`config.mk`:
```
export PLATFORM = sky130hd
export DESIGN_NAME = dbrk_data_cmp
export DESIGN_NICKNAME = d
export VERILOG_FILES = /design/src/rtl/dbrk_pkg.sv /design/src/rtl/dbrk_cfg_regs.sv /design/src/rtl/dbrk_lane_cmp.sv /design/src/rtl/dbrk_data_match.sv /design/src/rtl/dbrk_data_cmp.sv
export SDC_FILE = /design/constraint.sdc
export NUM_CORES = 1
export LEC_CHECK = 0
export ABC_AREA = 0
export CAP_MARGIN = 25
export CORE_ASPECT_RATIO = 1.25
export CORE_MARGIN = 3
export CORE_UTILIZATION = 48
export DETAILED_ROUTE_END_ITERATION = 7
export GPL_ROUTABILITY_DRIVEN = 0
export PLACE_DENSITY = 0.89
export SLEW_MARGIN = 10
export SYNTH_ARGS = -nofsm -noshare
export SYNTH_HDL_FRONTEND = slang
export SYNTH_SLANG_ARGS = --single-unit
```
`constraint.sdc`:
```
create_clock -name clk -period 1.8 [get_ports clk]
set_clock_uncertainty 0.1 [all_clocks]
set_input_delay 0.36 -clock clk [delete_from_list [all_inputs] [get_ports clk]]
set_output_delay 0.36 -clock clk [all_outputs]
set_load 0.02 [all_outputs]
```
`src/rtl/dbrk_pkg.sv`:
```
package dbrk_pkg;

    localparam int DATA_W = 32;
    localparam int LANE_W = 8;
    localparam int LANES  = DATA_W / LANE_W;
    localparam int HALF_LANES = LANES / 2;

    typedef enum logic [1:0] {
        BUS_BYTE = 2'b00,
        BUS_WORD = 2'b01,
        BUS_LONG = 2'b10,
        BUS_RSVD = 2'b11
    } bus_size_e;

    typedef enum logic [1:0] {
        CH_ANY   = 2'b00,
        CH_BYTE  = 2'b01,
        CH_BAD_A = 2'b10,
        CH_BAD_B = 2'b11
    } ch_size_e;

    typedef enum logic {
        ST_IDLE  = 1'b0,
        ST_PULSE = 1'b1
    } brk_state_e;

endpackage

```
`src/rtl/dbrk_cfg_regs.sv`:
```
module dbrk_cfg_regs
    import dbrk_pkg::*;
#(
    parameter int W = DATA_W
) (
    input  logic         clk,
    input  logic         rst_n,
    input  logic         ctrl_we,
    input  logic         ctrl_en,
    input  logic [1:0]   ctrl_size,
    input  logic         value_we,
    input  logic         mask_we,
    input  logic [W-1:0] wdata,
    output logic         en_q,
    output ch_size_e     size_q,
    output logic [W-1:0] value_q,
    output logic [W-1:0] mask_q
);

    always_ff @(posedge clk or negedge rst_n) begin
        if (!rst_n) begin
            en_q   <= 1'b0;
            size_q <= CH_ANY;
        end else if (ctrl_we) begin
            en_q   <= ctrl_en;
            size_q <= ch_size_e'(ctrl_size);
        end
    end

    always_ff @(posedge clk or negedge rst_n) begin
        if (!rst_n) begin
            value_q <= '0;
        end else if (value_we) begin
            value_q <= wdata;
        end
    end

    always_ff @(posedge clk or negedge rst_n) begin
        if (!rst_n) begin
            mask_q <= '0;
        end else if (mask_we) begin
            mask_q <= wdata;
        end
    end

endmodule

```
`src/rtl/dbrk_lane_cmp.sv`:
```
module dbrk_lane_cmp #(
    parameter int LW = 8
) (
    input  logic [LW-1:0] data,
    input  logic [LW-1:0] value,
    input  logic [LW-1:0] mask,
    output logic          equal
);

    logic [LW-1:0] diff;

    always_comb begin
        diff  = (data ^ value) & ~mask;
        equal = (diff == '0);
    end

endmodule

```
`src/rtl/dbrk_data_match.sv`:
```
module dbrk_data_match
    import dbrk_pkg::*;
#(
    parameter int W  = DATA_W,
    parameter int LW = LANE_W
) (
    input  logic [W-1:0] bus_data,
    input  bus_size_e    bus_size,
    input  logic         bus_a0,
    input  logic [W-1:0] value,
    input  logic [W-1:0] mask,
    input  ch_size_e     ch_size,
    output logic         data_ok,
    output logic         size_ok
);

    localparam int NL = W / LW;
    localparam int NH = NL / 2;

    logic [NL-1:0] lane_eq;

    for (genvar i = 0; i < NL; i++) begin : g_lane
        dbrk_lane_cmp #(.LW(LW)) u_lane (
            .data  (bus_data[i*LW +: LW]),
            .value (value[i*LW +: LW]),
            .mask  (mask[i*LW +: LW]),
            .equal (lane_eq[i])
        );
    end

    always_comb begin
        unique case (bus_size)
            BUS_BYTE: data_ok = bus_a0 ? lane_eq[1] : lane_eq[0];
            BUS_WORD: data_ok = &lane_eq[NH-1:0];
            BUS_LONG: data_ok = &lane_eq;
            BUS_RSVD: data_ok = 1'b0;
        endcase
    end

    always_comb begin
        unique case (ch_size)
            CH_ANY:   size_ok = (bus_size != BUS_RSVD);
            CH_BYTE:  size_ok = (bus_size == BUS_BYTE);
            CH_BAD_A: size_ok = 1'b0;
            CH_BAD_B: size_ok = 1'b0;
        endcase
    end

endmodule

```
`src/rtl/dbrk_data_cmp.sv`:
```
module dbrk_data_cmp
    import dbrk_pkg::*;
(
    input  logic              clk,
    input  logic              rst_n,
    input  logic              cfg_ctrl_we,
    input  logic              cfg_ctrl_en,
    input  logic [1:0]        cfg_ctrl_size,
    input  logic              cfg_value_we,
    input  logic              cfg_mask_we,
    input  logic [DATA_W-1:0] cfg_wdata,
    input  logic              bus_strobe,
    input  logic              bus_addr_hit,
    input  logic [1:0]        bus_size,
    input  logic              bus_a0,
    input  logic [DATA_W-1:0] bus_data,
    output logic              brk_req
);

    logic              data_en_q;
    ch_size_e          size_q;
    logic [DATA_W-1:0] value_q;
    logic [DATA_W-1:0] mask_q;
    logic              data_ok;
    logic              size_ok;
    logic              qualify;

    brk_state_e state_q;
    brk_state_e state_d;

    dbrk_cfg_regs #(.W(DATA_W)) u_cfg (
        .clk       (clk),
        .rst_n     (rst_n),
        .ctrl_we   (cfg_ctrl_we),
        .ctrl_en   (cfg_ctrl_en),
        .ctrl_size (cfg_ctrl_size),
        .value_we  (cfg_value_we),
        .mask_we   (cfg_mask_we),
        .wdata     (cfg_wdata),
        .en_q      (data_en_q),
        .size_q    (size_q),
        .value_q   (value_q),
        .mask_q    (mask_q)
    );

    dbrk_data_match #(.W(DATA_W), .LW(LANE_W)) u_match (
        .bus_data (bus_data),
        .bus_size (bus_size_e'(bus_size)),
        .bus_a0   (bus_a0),
        .value    (value_q),
        .mask     (mask_q),
        .ch_size  (size_q),
        .data_ok  (data_ok),
        .size_ok  (size_ok)
    );

    always_comb begin
        qualify = bus_strobe && bus_addr_hit && (!data_en_q || (size_ok && data_ok));
    end

    always_comb begin
        state_d = state_q;
        unique case (state_q)
            ST_IDLE:  state_d = qualify ? ST_PULSE : ST_IDLE;   // QUALIFY / HOLD
            ST_PULSE: state_d = qualify ? ST_PULSE : ST_IDLE;   // REFIRE / EXPIRE
        endcase
    end

    always_ff @(posedge clk or negedge rst_n) begin
        if (!rst_n) begin
            state_q <= ST_IDLE;
        end else begin
            state_q <= state_d;
        end
    end

    always_comb begin
        unique case (state_q)
            ST_IDLE:  brk_req = 1'b0;
            ST_PULSE: brk_req = 1'b1;
        endcase
    end

endmodule

```
==> reports/summary.txt <==
Setup crit start kind = register
critical-path cell list = clkdlybuf4s50_1
total wire length = 5.97 mm
Final Cell Area = 0.00409 sq mm
DRC violations left = 0
TritonCTS clock tree = built
YS warnings = 0
via count = 1912
unique cell type count in the Yosys netlist = 17
CP bufs+invs = 1
layout cells sized above 1 = 28.6%
CP startpoint = state_q
most frequent cells in the layout = clkdlybuf4s50_1, dfrtp_1, mux2_2
Mapped Nets = 287
drt wl/cell = 15.6 um
fin. max-slew vios = 0
Vias/cell = 4.99
remaining antenna violation count = 0
1st-iter DRT viols = 82
Max Cap Violations = 0
site row count = 31
final setup margin = 0.0444 ns
Max Fclk = 570 MHz
CP Capture Type = primary output
first-pass GRT wire length = 10.0 mm
H-tree depth = 3
synthesized area = 0.00297 sq mm
Tcrit/Tclk final = 97.5%
1st-pass router iterations = 4
CP top delay family = buffers and inverters
core area = 0.00590 sq mm
Layout fillers = 443
Clock Tree Buf Depth = 2
hold violation total from the final report = 0
Avg Cell Area, Syn = 14.1 sq um
final setup fails = 0
commonest non-fill, non-tap cell in the layout = clkdlybuf4s50_1
Hold Crit Start = u_cfg.en_q
Root Driver = clkbuf_8
Compound-Gate Fraction of Synth Area = 4.17%
largest family of logic cells by synthesized area = multiplexers
final net count = 373
die height = 93.9 um
I/O pins = 78
maximum vdd ir drop = 697 uV
Pleak = 0.00163 uW
number of global-route vias before repair = 2170
Slowest-stage cell, CP = clkdlybuf4s50_1
Final HPWL DP = 4.31 mm
# diodes = 0
clk_lat worst skew = 0.34 ns
Post-Place Setup Slack = -0.300 ns
largest fanout on the critical path = 1
Layout area overhead = 37.9%
grt ovf = 0
worst path required time = 1.34 ns
initial antenna violation count = 0
Placement Cell Area = 0.00387 sq mm
number of buffers created by CTS = 9
proportion of synthesized chip area in sequential cells = 57.3%
Min Clock Period, post-route = 1.76 ns
Post-CTS Setup Bufs = 0
Worst path max stage delay = 0.60 ns
Hold Crit Class = reg2reg
Worst EP arrival = 1.30 ns
RR Startpoint = u_cfg.value_q[19]
setup_tns = 0 ns
outcome = finished clean
#FFs+latches synth = 68
DIE AREA = 0.00717 sq mm
pin count of the biggest net entering global routing = 69
Clock Pin Slew Worst Setup and Hold Paths = 0.08 ns
Post-Synth Adder-Cell Area = 0%
Clock Sinks = 68
RSZ-0062 raised after global routing = false
Worst slew margin = 76.7%
synthesized netlist cell count = 210
PortBufs = 77
Die W = 76.3 um
simple-gate share of the synthesized area = 2.23%
CP Class = reg2out
Power Density = 909 mW/mm^2
Total Routing Usage GR = 18.0%
post-synthesis mux area share = 25.4%
Initial Util = 50.3%
Synth Area in XOR/XNOR = 9.44%
actual slew at the worst max-slew pin = 0.350 ns
-- final timing paths --
check	endpoint	slack, ns	cells past startpoint
setup / recovery	brk_req	0.04	1
hold / removal	state_q	0.37	1
setup reg to reg	state_q	0.14	5
hold reg to reg	state_q	0.37	1
max in group asynchronous	u_cfg.value_q[19]	0.85	3
min in group asynchronous	u_cfg.value_q[30]	0.47	3
-- per-stage QoR --
| step | hold slack, ns | instances | util (%) | total power, uW |
|---|---|---|---|---|
| after floorplan | -0.0356 | 210 | - | 2110 |
| after global placement | 0.305 | 366 | 65.6 | 2390 |
| after detailed placement | 0.306 | 366 | 65.6 | 2420 |
| after CTS | 0.387 | 383 | 69.4 | 3760 |
| after global routing | 0.410 | 383 | 69.4 | 3900 |
| final | 0.373 | 383 | 69.4 | 3720 |
-- area by class of cell --
| type | instances | area (sq um) | share of cell area, % |
|---|---|---|---|
| Tap cell | 82 | 103 | 2.51 |
| Clock inverter | 7 | 91.3 | 2.23 |
| Timing Repair Buffer | 83 | 846 | 20.7 |
| Inverter | 1 | 3.75 | 0.0917 |
| Multi-Input combinational cell | 133 | 1220 | 29.9 |
| Sequential cell | 68 | 1700 | 41.6 |
| Clock buffer | 9 | 124 | 3.03 |
-- state kept, by name, indices dropped and copies added, names as in the netlist --
signal and count:
state_q 1, u_cfg.mask_q 32, u_cfg.en_q 1, u_cfg.size_q 2
u_cfg.value_q 32
-- synthesized netlist by cell type --
library cell  instances  share of area [%]
nor3_1                2               0.34
a31oi_1               1               0.21
nor4_1                3               0.63
mux2_2               63                 24
o32ai_1               1               0.30
xnor2_1              32                9.4
a21oi_1               2               0.34
nor3b_1               1               0.25
nor2_1                7               0.89
clkbuf_1              2               0.25
o22ai_1              15                3.2
inv_1                 1               0.13
buf_2                 6                1.0
dfrtp_1              68                 57
mux2_1                4                1.5
o21ai_0               1               0.17
nand2_1               1               0.13
-- routing by layer --
metal	vias to the layer above	part of all wire [%]	GRT usage [%]
met3	7	4.8	5.18
met1	926	41	21.2
met5	-	0	0
met2	57	53	32.0
met4	0	1.1	5.44
li1	922	-	-
-- power by group --
group,internal [uW],leakage (uW),switching [uW]
registers,1680,0.000797,91.6
logic,400,0.000724,211
clock network,774,0.000109,562
-- kinds of logic (layout without fill, tap and decap cells) --
logic type,Yosys count,after routing
xor gates and xnor gates,32,32
and+or+nand+nor,14,14
AOI/OAI and AO/OA,20,20
buffers and inverters,9,100
DFF,68,68
muxes,67,67
-- what timing repair did --
action,CTS,global route
resized for setup,0,0
endpoints found under the hold margin,68,0
endpoints found under the setup margin,0,1
hold buffers,1,0
No activity file was read; power rests on OpenSTA's default activity.
